--- src/rtl/ofs_pkg.sv ---
package ofs_pkg;
  localparam int DFLT_IDX_W = 3;

  function automatic logic [31:0] dflt_of(logic [DFLT_IDX_W-1:0] idx);
    logic [31:0] sh;
    sh = {29'd0, idx} + 32'd3;
    return (32'd1 << sh) - 32'd1;
  endfunction
endpackage

--- src/rtl/ofs_serial_shift.sv ---
module ofs_serial_shift #(
  parameter int OFS_W = 10
) (
  input  logic             clk,
  input  logic             rst_any,
  input  logic             shift_req,
  output logic [OFS_W-1:0] ae_bit_we,
  output logic [OFS_W-1:0] af_bit_we
);
  localparam int NBITS = 2 * OFS_W;
  localparam int CW    = $clog2(NBITS);
  localparam logic [CW-1:0] LAST = CW'(NBITS - 1);

  logic [CW-1:0] pos_q;

  always_ff @(posedge clk) begin
    if (rst_any)                 pos_q <= '0;
    else if (shift_req)          pos_q <= (pos_q == LAST) ? '0 : pos_q + 1'b1;
  end

  for (genvar i = 0; i < OFS_W; i++) begin : g_dec
    assign ae_bit_we[i] = shift_req && (pos_q == CW'(i));
    assign af_bit_we[i] = shift_req && (pos_q == CW'(i + OFS_W));
  end

  p_pos_range_r3: assert property (@(posedge clk) disable iff (rst_any)
    pos_q <= LAST);
  p_wrap_r3: assert property (@(posedge clk) disable iff (rst_any)
    (shift_req && pos_q == LAST) |=> pos_q == '0);
  p_onehot_r3: assert property (@(posedge clk) disable iff (rst_any)
    $onehot0({ae_bit_we, af_bit_we}));
endmodule

--- src/rtl/ofs_par_port.sv ---
module ofs_par_port (
  input  logic clk,
  input  logic rst_any,
  input  logic wr_req,
  input  logic rd_req,
  output logic wr_ae,
  output logic wr_af,
  output logic rd_pick_af
);
  logic wr_tog_q, rd_tog_q;

  always_ff @(posedge clk) begin
    if (rst_any) begin
      wr_tog_q <= 1'b0;
      rd_tog_q <= 1'b0;
    end else begin
      if (wr_req) wr_tog_q <= ~wr_tog_q;
      if (rd_req) rd_tog_q <= ~rd_tog_q;
    end
  end

  assign wr_ae      = wr_req && !wr_tog_q;
  assign wr_af      = wr_req &&  wr_tog_q;
  assign rd_pick_af = rd_tog_q;

  p_alt_wr_r4: assert property (@(posedge clk) disable iff (rst_any)
    wr_ae |=> !wr_ae);
  p_alt_rd_r6: assert property (@(posedge clk) disable iff (rst_any)
    rd_req |=> (rd_pick_af != $past(rd_pick_af)));
endmodule

--- src/rtl/ofs_regs.sv ---
module ofs_regs #(
  parameter int OFS_W = 10
) (
  input  logic             clk,
  input  logic             rst_master,
  input  logic [OFS_W-1:0] dflt_val,
  input  logic             par_we_ae,
  input  logic             par_we_af,
  input  logic [OFS_W-1:0] par_data,
  input  logic [OFS_W-1:0] ser_we_ae,
  input  logic [OFS_W-1:0] ser_we_af,
  input  logic             ser_bit,
  output logic [OFS_W-1:0] ae_q,
  output logic [OFS_W-1:0] af_q
);
  for (genvar i = 0; i < OFS_W; i++) begin : g_bit
    always_ff @(posedge clk) begin
      if (rst_master)        ae_q[i] <= dflt_val[i];
      else if (par_we_ae)    ae_q[i] <= par_data[i];
      else if (ser_we_ae[i]) ae_q[i] <= ser_bit;
    end
    always_ff @(posedge clk) begin
      if (rst_master)        af_q[i] <= dflt_val[i];
      else if (par_we_af)    af_q[i] <= par_data[i];
      else if (ser_we_af[i]) af_q[i] <= ser_bit;
    end
  end

  p_hold_ae_r8: assert property (@(posedge clk) disable iff (rst_master)
    (!par_we_ae && ser_we_ae == '0) |=> $stable(ae_q));
  p_hold_af_r8: assert property (@(posedge clk) disable iff (rst_master)
    (!par_we_af && ser_we_af == '0) |=> $stable(af_q));
endmodule

--- src/rtl/ofs_prog_port.sv ---
module ofs_prog_port #(
  parameter int OFS_W = 10
) (
  input  logic             clk,
  input  logic             rst_master,
  input  logic             rst_partial,
  input  logic [1:0]       dflt_sel,
  input  logic             ser_mode_in,
  input  logic             ld_strobe,
  input  logic             wr_en,
  input  logic [OFS_W-1:0] wr_data,
  input  logic             ser_en,
  input  logic             ser_in,
  input  logic             rd_en,
  output logic [OFS_W-1:0] rd_data,
  output logic             rd_valid,
  output logic [OFS_W-1:0] ae_ofs,
  output logic [OFS_W-1:0] af_ofs
);
  import ofs_pkg::*;

  logic             rst_any;
  logic             mode_ser_q;
  logic             ser_req, wr_req, rd_req;
  logic             wr_ae, wr_af, rd_pick_af;
  logic [OFS_W-1:0] ae_bit_we, af_bit_we;
  logic [OFS_W-1:0] dflt_val;
  logic [31:0]      dflt_full;

  assign rst_any   = rst_master || rst_partial;
  assign dflt_full = dflt_of({ld_strobe, dflt_sel});
  assign dflt_val  = dflt_full[OFS_W-1:0];

  always_ff @(posedge clk) begin
    if (rst_master) mode_ser_q <= ser_mode_in;
  end

  assign ser_req = !rst_any &&  mode_ser_q && ser_en && ld_strobe;
  assign wr_req  = !rst_any && !mode_ser_q && wr_en  && ld_strobe;
  assign rd_req  = !rst_any && rd_en && ld_strobe;

  ofs_serial_shift #(.OFS_W(OFS_W)) u_ser (
    .clk(clk), .rst_any(rst_any), .shift_req(ser_req),
    .ae_bit_we(ae_bit_we), .af_bit_we(af_bit_we)
  );

  ofs_par_port u_par (
    .clk(clk), .rst_any(rst_any), .wr_req(wr_req), .rd_req(rd_req),
    .wr_ae(wr_ae), .wr_af(wr_af), .rd_pick_af(rd_pick_af)
  );

  ofs_regs #(.OFS_W(OFS_W)) u_regs (
    .clk(clk), .rst_master(rst_master), .dflt_val(dflt_val),
    .par_we_ae(wr_ae), .par_we_af(wr_af), .par_data(wr_data),
    .ser_we_ae(ae_bit_we), .ser_we_af(af_bit_we), .ser_bit(ser_in),
    .ae_q(ae_ofs), .af_q(af_ofs)
  );

  always_ff @(posedge clk) begin
    if (rst_master) begin
      rd_valid <= 1'b0;
      rd_data  <= '0;
    end else if (rst_partial) begin
      rd_valid <= 1'b0;
    end else begin
      rd_valid <= rd_req;
      if (rd_req) rd_data <= rd_pick_af ? af_ofs : ae_ofs;
    end
  end

  p_mode_hold_r2: assert property (@(posedge clk) disable iff (rst_master)
    1'b1 |=> $stable(mode_ser_q));
  p_dflt_pair_r1: assert property (@(posedge clk) disable iff (rst_partial)
    rst_master |=> (ae_ofs == af_ofs));
  p_rd_valid_r6: assert property (@(posedge clk) disable iff (rst_any)
    rd_req |=> rd_valid);
  p_rd_quiet_r9: assert property (@(posedge clk) disable iff (rst_any)
    !rd_req |=> !rd_valid);
  p_ignore_par_r5: assert property (@(posedge clk) disable iff (rst_any)
    (mode_ser_q && !ser_en) |=> ($stable(ae_ofs) && $stable(af_ofs)));
  p_ignore_ser_r5: assert property (@(posedge clk) disable iff (rst_any)
    (!mode_ser_q && !(wr_en && ld_strobe)) |=> ($stable(ae_ofs) && $stable(af_ofs)));
endmodule

--- config.mk ---
export PLATFORM = sky130hd
export DESIGN_NAME = ofs_prog_port
export DESIGN_NICKNAME = d
export VERILOG_FILES = /design/src/rtl/ofs_pkg.sv /design/src/rtl/ofs_serial_shift.sv /design/src/rtl/ofs_par_port.sv /design/src/rtl/ofs_regs.sv /design/src/rtl/ofs_prog_port.sv
export SDC_FILE = /design/constraint.sdc
export NUM_CORES = 1
export LEC_CHECK = 0
export CAP_MARGIN = 5
export CORE_ASPECT_RATIO = 1.1
export CORE_MARGIN = 4
export CORE_UTILIZATION = 48
export CTS_BUF_LIST = sky130_fd_sc_hd__clkbuf_8
export CTS_CLUSTER_DIAMETER = 30
export CTS_CLUSTER_SIZE = 24
export DETAILED_ROUTE_END_ITERATION = 10
export PLACE_DENSITY = 0.84
export SYNTH_ARGS = -nofsm -noshare
export SYNTH_HDL_FRONTEND = slang
export SYNTH_SLANG_ARGS = --single-unit
export TNS_END_PERCENT = 100
--- constraint.sdc ---
create_clock -name clk -period 2.6 [get_ports clk]
set_input_delay 0.52 -clock clk [delete_from_list [all_inputs] [get_ports clk]]
set_output_delay 0.52 -clock clk [all_outputs]
set_load 0.05 [all_outputs]
==> reports/qor.csv, run 1 <==
metric;value;unit
critical_path_arrival;2.18;ns
synth.top_cell.area_share;28.6;%
postCtsSetupBuffers;0;
cts.root.buffer_cell;sky130_fd_sc_hd__clkbuf_8;
fmax;0.490;GHz
p_total;1.56;mW
synth_enable_flop_cells;21;
gr-total-overflow;0;
wl_met3;510;um
floorplan.initialDensity;50.3;%
setup_viol;0;
r2r_end;u_regs.ae_q[4]$_DFFE_PP_;
cts.sinks;39;
groute.usage.overall;19.7;%
hold-path-cell-count;2;
syn_avg_cell_area;9.97;um2
clkTransAtPathRegs;0.08;ns
detail_route.drc_violations;0;
number_of_gates_resized_after_cts;0;
p_sw_share;28.1;%
timing_worst_slew_pin_value;0.608;ns
avgViaCountPerCell;5.98;
crit_path_top_delay_cell;sky130_fd_sc_hd__and4bb_1;
cts_htree_levels;2;
drtPass1Iterations;4;
worst_ep_required_time;2.74;ns
static-leakage-power;0.928;nW
worstRegToRegCells;4;
maxSlewHeadroom;59.4;%
power_report.internal_total;1.12;mW
ant_nets;0;
mostFrequentLayoutCell;sky130_fd_sc_hd__clkdlybuf4s50_1;
pwr-share-comb;21.0;%
area_delta_synth_final;30.9;%
chipHeight;79.1;um
power.density;541;nW/um2
hpwl;4.28;mm
skew;0.00931;ns
cts_hold_buf;0;
hold_viol;0;
setup-tns-final;0;ns
synth.lib_cells_used.distinct;51;
synth_async_sr_flop_share;0;%
met2_wirelength;2.73;mm
synthCells;221;
number_of_antenna_violations_at_the_first_check_in_global_routing;0;
antenna_cells;0;
syn_area;2200;um2
ir_drop;211;uV
critical_path.max_stage_delay;0.58;ns
cts_buffer_depth;2;
ys_top_cells_by_area;sky130_fd_sc_hd__edfxtp_1, sky130_fd_sc_hd__dfxtp_1, sky130_fd_sc_hd__nand3_1;
synth_seq_area_share;45.0;%
cts_tree;built;
ff2ff_setup_slack;0.88;ns
rr_startpoint;mode_ser_q$_DFFE_PP_;
drive_above_1_share;9.52;%
hold_path.startpoint;rd_data[2]$_SDFFE_PP0P_;
synth_flop_cell;sky130_fd_sc_hd__edfxtp_1;
dieArea;5740;um2
critPathBufInv;2;
layout_min_cycle_time;2.04;ns
grt_start_max_net_pins;23;
nNetsFinal;299;
worst-setup-path-type;in -> reg;
ys_seq_elements;39;
net-switching-power;0.439;mW
worstHoldEndpoint;rd_data[2]$_SDFFE_PP0P_;
critPathCaptureType;flop;
grt_setup_unrepaired;false;
overall_die_width;72.6;um
commonest_cells_after_routing_fill_and_taps_aside;sky130_fd_sc_hd__clkdlybuf4s50_1, sky130_fd_sc_hd__nand3_1, sky130_fd_sc_hd__edfxtp_1;
hold_class;reg -> reg;
core-area;4380;um2
route.top_layer_used;met4;
share_seq_of_total_power;45.4;%
syn_warnings;0;
fraction_of_power_consumed_by_the_clock_network;33.6;%
outcome;finished clean;
floorplan.io_pins;52;
row_count;25;
post-synth-top-area-cell;sky130_fd_sc_hd__edfxtp_1;
cts_made_buffers;5;
critical-path-top-delay-family;buffers and inverters;
cp_cell_sequence;clkdlybuf4s50_1 > and4bb_1 > buf_4 > nand3_1 > a21oi_1;
cp_max_fo;12;
vias;1955;
timing.final.max_slew_violations;0;
detail_route.wirelength;5.53;mm
buffers_added_on_ports;51;
start_kind;input pin;
grt_first_pass_wirelength;8.76;mm
insertion_delay;0.30;ns
drtIter0Drc;172;
gp_congestion;0.868;
max_cap_violations;0;
period_share;78.5;%
wl_per_cell;16.9;um
grt_pass1_vias;1767;
routedLengthMet1;2.21;mm
## tightest hold or removal path, delay by kind of cell, from the launching register on
family,cells,cell delay [ns]
flops,1,0.31
simple gates,1,0.09
compound gates,1,0.05
## worst max-delay path by stage
stage | startpoint | to | slack [ns] | cells past startpoint
floorplan | rst_master | u_regs.ae_q[4]$_DFFE_PP_ | 0.94 | 5
detailed placement | ld_strobe | u_regs.ae_q[1]$_DFFE_PP_ | 0.29 | 5
finish | rst_partial | u_regs.ae_q[4]$_DFFE_PP_ | 0.56 | 5
CTS | u_regs.af_q[1]$_DFFE_PP_ | af_ofs[1] | 0.57 | 1
global route | rst_partial | u_regs.af_q[9]$_DFFE_PP_ | 0.50 | 4
global placement | rst_master | u_regs.ae_q[5]$_DFFE_PP_ | 0.36 | 5
## power groups by stage
stage	clock network, mW	registers [mW]	logic [mW]
3_5_place_dp	0	0.723	0.326
4_1_cts	0.529	0.709	0.326
2_1_floorplan	0	0.819	0.104
3_3_place_gp	0	0.721	0.320
5_1_grt	0.554	0.713	0.346
6_report	0.524	0.709	0.328
## layer usage
metal	track usage, %	vias up
li1	-	936
met1	25.1	898
met2	32.5	113
met3	4.56	8
met4	6.83	0
met5	0	-
## stage by stage
stage	instances	setup slack, ns	area (um2)	utilization, %	hold slack (ns)
after floorplan	222	0.938	2210	-	0.495
after global placement	319	0.361	2770	63.2	0.488
after detailed placement	319	0.286	2770	63.2	0.494
after CTS	327	0.571	2880	65.9	0.505
after global routing	327	0.503	2880	65.9	0.519
final	327	0.560	2880	65.9	0.502
## layout make-up
type / instances / area (um2)
Timing Repair Buffer: 57 / 568
Clock buffer: 6 / 82.6
Inverter: 5 / 18.8
Multi-Input combinational cell: 164 / 1120
Fill cell: 351 / 1500
Sequential cell: 39 / 991
Tap cell: 54 / 67.6
Clock inverter: 2 / 35.0
## state kept, by name, summed over array words and instances, names as in the netlist
register	cells
rd_data	10
u_regs.ae_q	10
mode_ser_q	1
u_regs.af_q	10
u_par.rd_pick_af	1
rd_valid	1
u_ser.pos_q	5
u_par.wr_tog_q	1
## cell families (layout without fill, tap and decap cells)
family,count (synthesis),after routing,synth area share (%)
simple gates,73,73,19.8
xor+xnor,2,2,0.795
buf+inv,19,70,4.32
fa+ha+maj,6,6,3.41
other cells,1,2,0.170
mux,10,10,4.54
flops,39,39,45.0
compound gates,71,71,22.0
## cell usage after synthesis (2+ instances only)
cell and number:
sky130_fd_sc_hd__and2_1 2, sky130_fd_sc_hd__nand3_1 21, sky130_fd_sc_hd__xnor2_1 2, sky130_fd_sc_hd__o31ai_4 2, sky130_fd_sc_hd__ha_1 6, sky130_fd_sc_hd__a211oi_1 12
sky130_fd_sc_hd__a22oi_1 2, sky130_fd_sc_hd__inv_1 5, sky130_fd_sc_hd__o21ai_1 14, sky130_fd_sc_hd__nor2_1 15, sky130_fd_sc_hd__or2_2 3, sky130_fd_sc_hd__edfxtp_1 21
sky130_fd_sc_hd__o211ai_1 6, sky130_fd_sc_hd__clkbuf_1 3, sky130_fd_sc_hd__dfxtp_1 18, sky130_fd_sc_hd__nand2b_1 3, sky130_fd_sc_hd__buf_4 2, sky130_fd_sc_hd__o21ai_0 8
sky130_fd_sc_hd__buf_2 7, sky130_fd_sc_hd__a41o_1 3, sky130_fd_sc_hd__nor3_1 2, sky130_fd_sc_hd__mux2i_1 10, sky130_fd_sc_hd__nand2_1 10, sky130_fd_sc_hd__nand4_1 2
sky130_fd_sc_hd__a21oi_1 16
Power figures use the tool's default switching activity.
==> run 2: changes to the inputs <==
==> constraint.sdc (replaced) <==
create_clock -name clk -period 2 [get_ports clk]
set_input_delay 0.4 -clock clk [delete_from_list [all_inputs] [get_ports clk]]
set_output_delay 0.4 -clock clk [all_outputs]
set_load 0.05 [all_outputs]
==> reports/qor.csv, run 2 (synthesis results as in run 1) <==
metric;value;unit;change
cts_hold_buf;0;;unchanged
core-area;4380;um2;unchanged
worst_ep_required_time;1.60;ns;-1.14 ns
chipHeight;79.1;um;unchanged
floorplan.io_pins;52;;unchanged
critical_path.max_stage_delay;0.82;ns;+0.24 ns
number_of_gates_resized_after_cts;0;;unchanged
cts.root.buffer_cell;sky130_fd_sc_hd__clkbuf_8;;
worst-setup-path-type;reg -> out;;
detail_route.wirelength;5.66;mm;+2.4%
number_of_cells_in_the_finished_layout_apart_from_fillers;337;;+3.1%
max_cap_violations;0;;unchanged
grt_setup_unrepaired;false;;
buffers_added_on_ports;51;;unchanged
grt_first_pass_wirelength;8.79;mm;+0.31%
insertion_delay;0.29;ns;about the same
gr-total-overflow;0;;unchanged
cts_htree_levels;2;;unchanged
commonest_cells_after_routing_fill_and_taps_aside;sky130_fd_sc_hd__clkdlybuf4s50_1, sky130_fd_sc_hd__nand3_1, sky130_fd_sc_hd__edfxtp_1;;
critical_path_arrival;1.50;ns;-0.68 ns
cp_cell_sequence;clkdlybuf4s50_1;;
drive_above_1_share;12.4;%;+2.8 points
cell_area_after_layout;2950;um2;+2.4%
clkTransAtPathRegs;0.07;ns;about the same
row_count;25;;unchanged
timing.final.max_slew_violations;0;;unchanged
groute.usage.overall;19.8;%;+0.032 points
post-place-cells;329;;+3.1%
dieArea;5740;um2;unchanged
placedInstanceArea;2850;um2;+3.2%
skew;0.00672;ns;-0.00259 ns
critical-path-top-delay-family;buffers and inverters;;
hold_class;reg -> reg;;
critPathBufInv;1;;-1
area_delta_synth_final;34.1;%;
hold_viol;0;;unchanged
wl_per_cell;16.8;um;-0.61%
p_total;1.94;mW;+24%
cts_buffer_depth;2;;unchanged
crit_path_top_delay_cell;sky130_fd_sc_hd__clkdlybuf4s50_1;;
setup_viol;0;;unchanged
grt_start_max_net_pins;23;;unchanged
fmax;0.526;GHz;
hpwl;4.46;mm;+4.1%
cts_tree;built;;
avgViaCountPerCell;6.00;;+0.31%
cp_max_fo;2;;-10
number_of_antenna_violations_at_the_first_check_in_global_routing;0;;unchanged
grt_pass1_vias;1806;;+2.2%
cts_made_buffers;5;;unchanged
critPathCaptureType;output port;;
timing_worst_slew_pin_value;0.658;ns;+0.0502 ns
outcome;finished clean;;
overall_die_width;72.6;um;unchanged
reg_top3;rd_data: 10 flops, u_regs.ae_q: 10 flops, u_regs.af_q: 10 flops;;
antenna_cells;0;;unchanged
ant_nets;0;;unchanged
drtPass1Iterations;4;;unchanged
vias;2021;;+3.4%
postCtsSetupBuffers;0;;unchanged
power.density;656;nW/um2;+21%
start_kind;flop;;
layout_min_cycle_time;1.90;ns;
ir_drop;247;uV;+17%
drtIter0Drc;155;;-9.9%
floorplan.initialDensity;50.3;%;unchanged
maxSlewHeadroom;56.1;%;-3.4 points
cts.sinks;39;;unchanged
period_share;95.0;%;
nNetsFinal;309;;+3.3%
gp_congestion;0.858;;-1.1%
static-leakage-power;0.976;nW;+5.1%
mostFrequentLayoutCell;sky130_fd_sc_hd__clkdlybuf4s50_1;;
detail_route.drc_violations;0;;unchanged
finalHoldWorstSlack;0.501;ns;-0.000720 ns
==> run 2: cell types whose count changed in the layout (fill, tap and decap cells not counted) <==
cell / delta
sky130_fd_sc_hd__inv_1: +1
sky130_fd_sc_hd__clkbuf_8: +1
sky130_fd_sc_hd__clkinv_2: -1
sky130_fd_sc_hd__buf_4: +9
sky130_fd_sc_hd__buf_12: +1
sky130_fd_sc_hd__bufinv_16: -1
==> run 2: final timing paths <==
path | start | to | slack, ns | cells after the start
setup / recovery | u_regs.af_q[7]$_DFFE_PP_ | af_ofs[7] | 0.10 | 1
hold / removal | rd_data[5]$_SDFFE_PP0P_ | rd_data[5]$_SDFFE_PP0P_ | 0.50 | 2
setup reg to reg | mode_ser_q$_DFFE_PP_ | u_regs.af_q[1]$_DFFE_PP_ | 0.38 | 5
hold reg to reg | rd_data[5]$_SDFFE_PP0P_ | rd_data[5]$_SDFFE_PP0P_ | 0.50 | 2
==> run 2: area by class of cell <==
class | count | area (um2)
Inverter | 5 | 18.8
Timing Repair Buffer | 67 | 656
Sequential cell | 39 | 991
Tap cell | 54 | 67.6
Multi-Input combinational cell | 164 | 1120
Clock buffer | 7 | 96.3
Fill cell | 357 | 1430
Clock inverter | 1 | 3.75
==> run 2: metal layers <==
metal  up-vias  track usage (%)  share of wire [%]
met5         -                0                  0
met4         0             7.01                1.8
met3        12             2.78                6.9
met2        97             34.2                 50
met1       950             24.8                 42
li1        962                -                  -
==> run 2: power breakdown <==
group | total, mW | switching [mW] | leakage, nW | internal [mW]
registers | 0.921 | 0.0272 | 0.350 | 0.894
clock network | 0.577 | 0.268 | 0.0557 | 0.310
logic | 0.440 | 0.268 | 0.570 | 0.173
==> run 2: metrics by stage <==
| step | util (%) | worst slack (ns) | TNS, ns |
|---|---|---|---|
| 6_report | 67.5 | 0.100 | 0 |
| 3_5_place_dp | 65.2 | -0.108 | -1.22 |
| 3_3_place_gp | 65.2 | -0.0443 | -0.294 |
| 4_1_cts | 67.5 | 0.0911 | 0 |
| 2_1_floorplan | - | 0.458 | 0 |
| 5_1_grt | 67.5 | 0.0681 | 0 |
